**config.mk**
```make
export PLATFORM = sky130hd
export DESIGN_NAME = stg_wdog
export DESIGN_NICKNAME = d
export VERILOG_FILES = /design/src/rtl/stg_wdog_pkg.sv /design/src/rtl/stg_wdog_regs.sv /design/src/rtl/stg_wdog_tick.sv /design/src/rtl/stg_wdog_core.sv /design/src/rtl/stg_wdog.sv
export SDC_FILE = /design/constraint.sdc
export NUM_CORES = 1
export LEC_CHECK = 0
export BUFFER_PORTS_ARGS = -buffer_cell sky130_fd_sc_hd__clkbuf_2
export CORE_MARGIN = 10
export CORE_UTILIZATION = 55
export CTS_BUF_LIST = sky130_fd_sc_hd__clkbuf_4 sky130_fd_sc_hd__clkbuf_8
export DETAILED_ROUTE_END_ITERATION = 8
export PLACE_DENSITY = 0.86
export SLEW_MARGIN = 0
export SYNTH_ARGS = -nofsm -noshare
export SYNTH_HDL_FRONTEND = slang
export SYNTH_SLANG_ARGS = --single-unit
```
**constraint.sdc**
```tcl
create_clock -name clk_i -period 7.5 [get_ports clk_i]
set_clock_uncertainty 0.15 [all_clocks]
set_input_delay 0.75 -clock clk_i [delete_from_list [all_inputs] [get_ports clk_i]]
set_output_delay 0.75 -clock clk_i [all_outputs]
set_load 0.1 [all_outputs]
```
**src/rtl/stg_wdog_pkg.sv**
```systemverilog
package stg_wdog_pkg;
  localparam int ADDR_W = 5;
  localparam int DATA_W = 32;
  localparam int PER_W  = 8;
  localparam int EXP_W  = 2;

  localparam logic [ADDR_W-1:0] OFF_CFG = 5'h00;
  localparam logic [ADDR_W-1:0] OFF_STS = 5'h04;
  localparam logic [ADDR_W-1:0] OFF_CMD = 5'h08;
  localparam logic [ADDR_W-1:0] OFF_UNL = 5'h0C;
  localparam logic [ADDR_W-1:0] OFF_TMR = 5'h10;

  localparam logic [DATA_W-1:0] UNLOCK_KEY = 32'h0000_C45A;

  localparam int PER_LSB  = 4;
  localparam int INT_BIT  = 12;
  localparam int RST_BIT  = 15;
  localparam int EXP_LSB  = 12;
  localparam int CMD_GO   = 0;
  localparam int CMD_HALT = 1;
  localparam int TMR_EN   = 31;
  localparam int TMR_PER  = 30;
endpackage

```
**src/rtl/stg_wdog_regs.sv**
```systemverilog
module stg_wdog_regs
  import stg_wdog_pkg::*;
#(
  parameter int TMR_W = 16
) (
  input  logic              clk_i,
  input  logic              rst_ni,
  input  logic              wr_en_i,
  input  logic              rd_en_i,
  input  logic [ADDR_W-1:0] addr_i,
  input  logic [DATA_W-1:0] wdata_i,
  input  logic [PER_W-1:0]  sts_cnt_i,
  input  logic [EXP_W-1:0]  sts_exp_i,
  input  logic              tmr_off_i,
  output logic [PER_W-1:0]  period_o,
  output logic              int_en_o,
  output logic              rst_en_o,
  output logic              tmr_en_o,
  output logic              tmr_per_o,
  output logic [TMR_W-1:0]  tmr_reload_o,
  output logic              tmr_wr_o,
  output logic              go_o,
  output logic              halt_o,
  output logic              unlock_o,
  output logic [DATA_W-1:0] rdata_o
);
  logic wr_cmd;
  assign wr_cmd   = wr_en_i && (addr_i == OFF_CMD);
  assign tmr_wr_o = wr_en_i && (addr_i == OFF_TMR);
  assign go_o     = wr_cmd && wdata_i[CMD_GO];
  assign halt_o   = wr_cmd && wdata_i[CMD_HALT] && unlock_o;

  always_ff @(posedge clk_i or negedge rst_ni) begin
    if (!rst_ni) begin
      period_o     <= '0;
      int_en_o     <= 1'b0;
      rst_en_o     <= 1'b0;
      tmr_en_o     <= 1'b0;
      tmr_per_o    <= 1'b0;
      tmr_reload_o <= '0;
      unlock_o     <= 1'b0;
    end else begin
      if (wr_en_i && addr_i == OFF_CFG) begin
        period_o <= wdata_i[PER_LSB +: PER_W];
        int_en_o <= wdata_i[INT_BIT];
        rst_en_o <= wdata_i[RST_BIT];
      end
      if (wr_en_i && addr_i == OFF_UNL) unlock_o <= (wdata_i == UNLOCK_KEY);
      else if (wr_cmd)                  unlock_o <= 1'b0;
      if (tmr_wr_o) begin
        tmr_en_o     <= wdata_i[TMR_EN];
        tmr_per_o    <= wdata_i[TMR_PER];
        tmr_reload_o <= wdata_i[TMR_W-1:0];
      end else if (tmr_off_i) begin
        tmr_en_o <= 1'b0;
      end
    end
  end

  always_comb begin
    rdata_o = '0;
    if (rd_en_i) begin
      case (addr_i)
        OFF_CFG: begin
          rdata_o[PER_LSB +: PER_W] = period_o;
          rdata_o[INT_BIT]          = int_en_o;
          rdata_o[RST_BIT]          = rst_en_o;
        end
        OFF_STS: begin
          rdata_o[PER_LSB +: PER_W] = sts_cnt_i;
          rdata_o[EXP_LSB +: EXP_W] = sts_exp_i;
        end
        OFF_TMR: begin
          rdata_o[TMR_EN]      = tmr_en_o;
          rdata_o[TMR_PER]     = tmr_per_o;
          rdata_o[TMR_W-1:0]   = tmr_reload_o;
        end
        default: ;
      endcase
    end
  end
endmodule

```
**src/rtl/stg_wdog_tick.sv**
```systemverilog
module stg_wdog_tick #(
  parameter int TMR_W = 16
) (
  input  logic             clk_i,
  input  logic             rst_ni,
  input  logic             ref_tick_i,
  input  logic             en_i,
  input  logic             periodic_i,
  input  logic [TMR_W-1:0] reload_i,
  input  logic             restart_i,
  output logic             tick_o,
  output logic             off_o
);
  logic [TMR_W-1:0] cnt_q;

  assign tick_o = en_i && ref_tick_i && (reload_i != '0) &&
                  (cnt_q == reload_i - TMR_W'(1));
  assign off_o  = tick_o && !periodic_i;

  always_ff @(posedge clk_i or negedge rst_ni) begin
    if (!rst_ni)                cnt_q <= '0;
    else if (restart_i)         cnt_q <= '0;
    else if (en_i && ref_tick_i) cnt_q <= tick_o ? '0 : cnt_q + TMR_W'(1);
  end
endmodule

```
**src/rtl/stg_wdog_core.sv**
```systemverilog
module stg_wdog_core
  import stg_wdog_pkg::*;
(
  input  logic             clk_i,
  input  logic             rst_ni,
  input  logic             go_i,
  input  logic             halt_i,
  input  logic             tick_i,
  input  logic [PER_W-1:0] period_i,
  input  logic             int_en_i,
  input  logic             rst_en_i,
  output logic             running_o,
  output logic [PER_W-1:0] cnt_o,
  output logic [EXP_W-1:0] exp_o,
  output logic             irq_o,
  output logic             sys_rst_o
);
  localparam logic [EXP_W-1:0] EXP_MAX = '1;
  logic [PER_W-1:0] cnt_q;
  logic             expire;

  assign expire = tick_i && (cnt_q <= PER_W'(1));
  assign cnt_o  = running_o ? cnt_q : period_i;

  always_ff @(posedge clk_i or negedge rst_ni) begin
    if (!rst_ni) begin
      running_o <= 1'b0;
      cnt_q     <= '0;
      exp_o     <= '0;
      irq_o     <= 1'b0;
      sys_rst_o <= 1'b0;
    end else if (halt_i) begin
      running_o <= 1'b0;
      exp_o     <= '0;
      irq_o     <= 1'b0;
    end else if (go_i) begin
      running_o <= 1'b1;
      cnt_q     <= period_i;
      exp_o     <= '0;
      irq_o     <= 1'b0;
    end else if (running_o && tick_i) begin
      if (expire) begin
        cnt_q <= period_i;
        if (exp_o != EXP_MAX) exp_o <= exp_o + EXP_W'(1);
        if (exp_o == '0 && int_en_i) irq_o <= 1'b1;
        if (exp_o == EXP_MAX && rst_en_i) sys_rst_o <= 1'b1;
      end else begin
        cnt_q <= cnt_q - PER_W'(1);
      end
    end
  end
endmodule

```
**src/rtl/stg_wdog.sv**
```systemverilog
module stg_wdog
  import stg_wdog_pkg::*;
#(
  parameter int TMR_W = 16
) (
  input  logic              clk_i,
  input  logic              rst_ni,
  input  logic              ref_tick_i,
  input  logic              wr_en_i,
  input  logic              rd_en_i,
  input  logic [ADDR_W-1:0] addr_i,
  input  logic [DATA_W-1:0] wdata_i,
  output logic [DATA_W-1:0] rdata_o,
  output logic              irq_o,
  output logic              sys_rst_o
);
  logic [PER_W-1:0] period, sts_cnt;
  logic [EXP_W-1:0] sts_exp;
  logic             int_en, rst_en, tmr_en, tmr_per, tmr_wr, tmr_off;
  logic             go, halt, unlock, tick, running;
  logic [TMR_W-1:0] tmr_reload;

  stg_wdog_regs #(.TMR_W(TMR_W)) regs_i (
    .clk_i, .rst_ni, .wr_en_i, .rd_en_i, .addr_i, .wdata_i,
    .sts_cnt_i(sts_cnt), .sts_exp_i(sts_exp), .tmr_off_i(tmr_off),
    .period_o(period), .int_en_o(int_en), .rst_en_o(rst_en),
    .tmr_en_o(tmr_en), .tmr_per_o(tmr_per), .tmr_reload_o(tmr_reload),
    .tmr_wr_o(tmr_wr), .go_o(go), .halt_o(halt), .unlock_o(unlock),
    .rdata_o
  );

  stg_wdog_tick #(.TMR_W(TMR_W)) tick_i (
    .clk_i, .rst_ni, .ref_tick_i, .en_i(tmr_en), .periodic_i(tmr_per),
    .reload_i(tmr_reload), .restart_i(tmr_wr), .tick_o(tick), .off_o(tmr_off)
  );

  stg_wdog_core core_i (
    .clk_i, .rst_ni, .go_i(go), .halt_i(halt), .tick_i(tick),
    .period_i(period), .int_en_i(int_en), .rst_en_i(rst_en),
    .running_o(running), .cnt_o(sts_cnt), .exp_o(sts_exp),
    .irq_o, .sys_rst_o
  );
endmodule

```
After elaboration in Yosys (flattened, before gate mapping) --
Index checks and enable logic that the tools add are counted.
Cells by class: divide/modulo/power cells 0, add/sub/neg operators 4, magnitude comparators 1, multipliers 0, reductions and logical operators 32, multiplexer cells 31, shift-type cells 0, equality and inequality tests 8, bitwise operators 2
Operator list (count):
- 16-bit 2-to-1 mux | 4
- 32-bit by 16-bit equality test with 1-bit output, second input constant | 1
- 8-bit 2-to-1 mux | 4
- 9-bit one-hot mux with 3 select lines | 1
- 16-bit by 1-bit adder with 16-bit output, second input constant | 1
- 16-bit equality test | 1
- 16-bit nonzero test | 1
- 16-bit by 1-bit subtractor with 16-bit output, second input constant | 1
- 1-bit logical AND | 15
- 2-bit 2-to-1 mux | 7
- 1-bit 2-to-1 mux | 12
- 3-bit nonzero test | 4
- 5-bit by 4-bit equality test with 1-bit output, second input constant | 2
- 2-bit nonzero test | 5
- 8-bit by 1-bit <= comparator with 1-bit output, second input constant | 1
- 8-bit by 1-bit subtractor with 8-bit output, second input constant | 1
- 3-bit AND reduction | 2
- 5-bit by 3-bit equality test with 1-bit output, second input constant | 1
- 5-bit equality test, second input constant | 1
- 5-bit logical NOT | 1
- 5-bit AND reduction | 1
- 4-bit 2-to-1 mux | 1
- 1-bit one-hot mux with 2 select lines | 2
- 2-bit by 1-bit adder with 2-bit output, second input constant | 1
- other kinds (6) | 7
Storage, ports and cells: memories 0, memory bits (writable) 0, bits in read-only memories 0, word-level logic and storage cells 91, register bits after elaboration 58, latch bits 0

Logic depth before layout (Yosys ltp) --
depth in word-level cells 8, depth in mapped cells 11

By module --
Synthesis repeated with hierarchy kept, for this count alone.
Unflattened totals: cells, all modules 417, area, all modules 4086.4 um^2
By module, submodules not included:
- stg_wdog_regs | area an instance 1687.9 um^2, times used 1, cells an instance 145
- stg_wdog_tick | area an instance 1465.2 um^2, times used 1, cells an instance 176
- stg_wdog_core | area an instance 933.4 um^2, times used 1, cells an instance 96

Worst setup path after synthesis --
OpenSTA, ideal clock, no wires.
path type input to output, start input addr_i[1], end output rdata_o[10], stages 4, data arrival time 3.633 ns, slack 2.967 ns, buffers on the path 0, path through or2_1 -> a2111oi_0 -> a222oi_1 -> nor2_1
On the way: word-level cells in the longest chain between the ends 3, elaborated cells on any way between the ends 5, those cells by class 2 x eq/ne; 2 x mux; 1 x reduce/logical
Ends and longest elaborated chain:
- start, declared | line stg_wdog.sv:11 | input logic [ADDR_W-1:0] addr_i,
- 5-bit equality test (tied with other cells) | line stg_wdog_regs.sv:63 | case (addr_i)
- 9-bit one-hot mux with 3 select lines (*) | line stg_wdog_regs.sv:63
- 16-bit 2-to-1 mux (*) | line stg_wdog_regs.sv:62 | if (rd_en_i) begin
- end, declared | line stg_wdog.sv:13 | output logic [DATA_W-1:0] rdata_o,
Mark *: on every way between the ends. The rest lies on a longest branch, timed or not.

Worst setup path in the final report --
start input addr_i[1], end output rdata_o[8]
Same word-level chain as after synthesis.

==> impl_metrics.py <==
metrics = {
    "timing": {
        "pins_over_slew_limit": 0,
        "report.final.hold_viol_count": 0,
        "worst_slew_pin_slew_ps": 1270,
        "fin_tns_setup_ps": 0,
        "fmaxAchievable_ghz": 0.249,
        "final_min_period_over_clock_period": 0.535,
        "max_slew_margin": 0.156,
        "finalSetupViolCount": 0,
        "rsz0062_at_grt": "false",
        "period_needed_ps": 4010,
    },
    "yosys": {
        "yosys.cell_types.count": 63,
        "yosys-top-cells-area": "dfrtp_1 37%, mux2_2 7.8%, mux2i_1 4.6%, xnor2_1 4.3%, and3_1 2.9%",
        "synth.cells.most_frequent": "58 x dfrtp_1, 28 x nand2_1, 27 x mux2_2",
        "post_synthesis_cell_area_um2": 3900,
        "dominant_synthesized_flop_cell": "dfrtp_1",
        "synthesis_warnings": 0,
        "synthesis.area_per_instance_um2": 9.34,
        "synth.ff_latch_count": 58,
        "synth_edf_count": 0,
        "async_reset_ff_frac": 1.00,
        "most_frequently_used_cell_type_in_the_post_synthesis_netlist": "dfrtp_1",
        "yosys.area.top_type_share": 0.372,
        "seq_area_frac_synth": 0.372,
        "synthesis.instances": 418,
        "library_cell_with_the_largest_summed_area_after_synthesis": "dfrtp_1",
    },
    "clocking": {
        "htreeDepth": 3,
        "clkLatencyLatePin_ps": 350,
        "clock_tree.root_cell": "clkbuf_8",
        "tritoncts.num_buffers": 9,
        "cts_tree": "built",
        "clock_tree.buffer_depth": 2,
        "number_of_sinks_driven_by_the_clock_tree": 58,
        "post_cts.repair.setup_buffers": 0,
        "clkSlewWorstSetupHoldPaths_ps": 70,
        "cts-hold-fix-buffers": 0,
        "number_of_resized_instances_in_the_post_cts_repair_step": 0,
    },
    "layout": {
        "nets": 520,
        "synth_to_final_area_change_pct": 12.9,
        "drive_above_1_share": 0.238,
        "antennaDiodeCount": 0,
    },
    "grt": {
        "globalRouteTotalUtil": 0.182,
        "grt_start_max_net_pins": 59,
        "initial_antenna_violation_count": 0,
        "vias_in_the_first_global_route": 3378,
        "first_pass_grt_wire_length_um": 16400,
        "grt_overflow": 0,
    },
    "pwr": {
        "vdd_drop_max_mv": 0.127,
        "leakage_nw": 1.99,
        "total_power_mw": 0.995,
        "power.density_nw_per_um2": 226,
    },
    "worst_hold_path": {
        "min-delay-path-class": "reg2reg",
    },
    "drt": {
        "postRouteAntennaNets": 0,
        "avgViaCountPerCell": 5.97,
        "detail_route.first_pass.iterations": 7,
        "drt_drc_violations_left": 0,
        "wirelength_um": 9990,
        "drtIter0Drc": 223,
        "num_vias": 3407,
        "wire_per_inst_um": 17.5,
    },
    "place": {
        "place.port_buffers": 61,
        "place_hpwl_um": 7500,
        "routability_congestion": 0.875,
    },
    "die": {
        "dieArea_um2": 10900,
        "die_h_um": 104,
        "rows": 30,
        "num_io_pins": 76,
        "die_w_um": 104,
        "core_area_um2": 6830,
        "floorplan.initialDensity": 0.572,
    },
    "setup_path": {
        "critical_path.max_fanout": 16,
        "worst_setup_path_end_kind": "output port",
        "cp-start-kind": "input pin",
        "worst-endpoint-required_ps": 6600,
        "worstPathArrival_ps": 3110,
        "criticalPathCategory": "in2out",
    },
    "outcome": {
        "run_status": "finished clean",
    },
    "run": {
        "timing.max_cap.violations": 0,
    },
}
## metrics by stage
step,hold WS (ps),instance area [um^2],cells,worst slack [ps],util
floorplan,304,3950,431,2970,-
global placement,305,4200,557,3660,0.615
detailed placement,311,4200,557,3520,0.615
CTS,326,4410,571,3520,0.646
global route,351,4410,571,3270,0.646
finish,323,4410,571,3490,0.646
## where the power goes
part | switching [mW] | internal, mW | total (mW)
Combinational | 0.145 | 0.108 | 0.253
Clock | 0.124 | 0.196 | 0.319
Sequential | 0.0682 | 0.355 | 0.423
Total | 0.337 | 0.659 | 0.995
## cells in the final DEF, fill, tap and decap left out, types with 4 or more instances in the layout
master and n:
nor4b_1 8, a21oi_1 18, xnor2_1 19, mux2i_1 18
nor4_1 10, conb_1 14, a211oi_1 7, or3_1 7
inv_1 24, a31oi_1 4, clkbuf_8 10, clkbuf_2 61
mux2_2 27, ha_1 6, nor2_1 22, o21ai_0 11
a22o_1 4, o22ai_1 4, dfrtp_1 58, nand2_1 28
nand3_1 12, a222oi_1 8, nor3_1 14, nor2b_1 5
and3_1 18
## flip-flops by register name (all words and copies together) (netlist names), 2 cells and up
name,cells
regs_i.tmr_reload_o,16
core_i.exp_o,2
regs_i.period_o,8
tick_i.cnt_q,16
core_i.cnt_q,8
## routing by layer
layer | vias up | track usage | wire length [um]
met5 | - | 0 | 0
met4 | 0 | 0.0716 | 169
met3 | 15 | 0.0682 | 884
met2 | 140 | 0.273 | 4480
met1 | 1641 | 0.231 | 4460
li1 | 1611 | - | -
## path summary, 6_finish.rpt
kind	startpoint	end	slack, ps	depth (start not counted)
max reg2reg	regs_i.tmr_reload_o[4]	core_i.cnt_q[3]	3780	8
min in group asynchronous	rst_ni	core_i.cnt_q[6]	400	2
min reg2reg	core_i.sys_rst_o	core_i.sys_rst_o	320	1
max	addr_i[1]	rdata_o[8]	3490	7
max in group asynchronous	rst_ni	tick_i.cnt_q[2]	6300	2
min	core_i.sys_rst_o	core_i.sys_rst_o	320	1
## critical path: stages
cell and delay (ps):
clkbuf_2 70, or2_1 280, nor3_1 410, and2_0 720
a222oi_1 250, nor2_1 140, clkbuf_2 480
## kinds of logic (layout without fill, tap and decap cells)
kind of cell	count (synthesis)	count (layout)	share of synthesized area
mux	45	45	0.124
other cells	1	14	0.000960
fa+ha+maj	6	6	0.0192
xor+xnor	22	22	0.0493
compound gates	78	78	0.140
flops	58	58	0.372
buf+inv	59	103	0.0759
simple gates	149	149	0.219
## final cells by class
type / count / area, um^2
Inverter: 25 / 93.8
Sequential cell: 58 / 1450
Fill cell: 573 / 2420
Timing Repair Buffer: 64 / 328
Tap cell: 96 / 120
Multi-Input combinational cell: 314 / 2210
Clock inverter: 3 / 65.1
Clock buffer: 11 / 145
(Power assumes the default switching activity.)
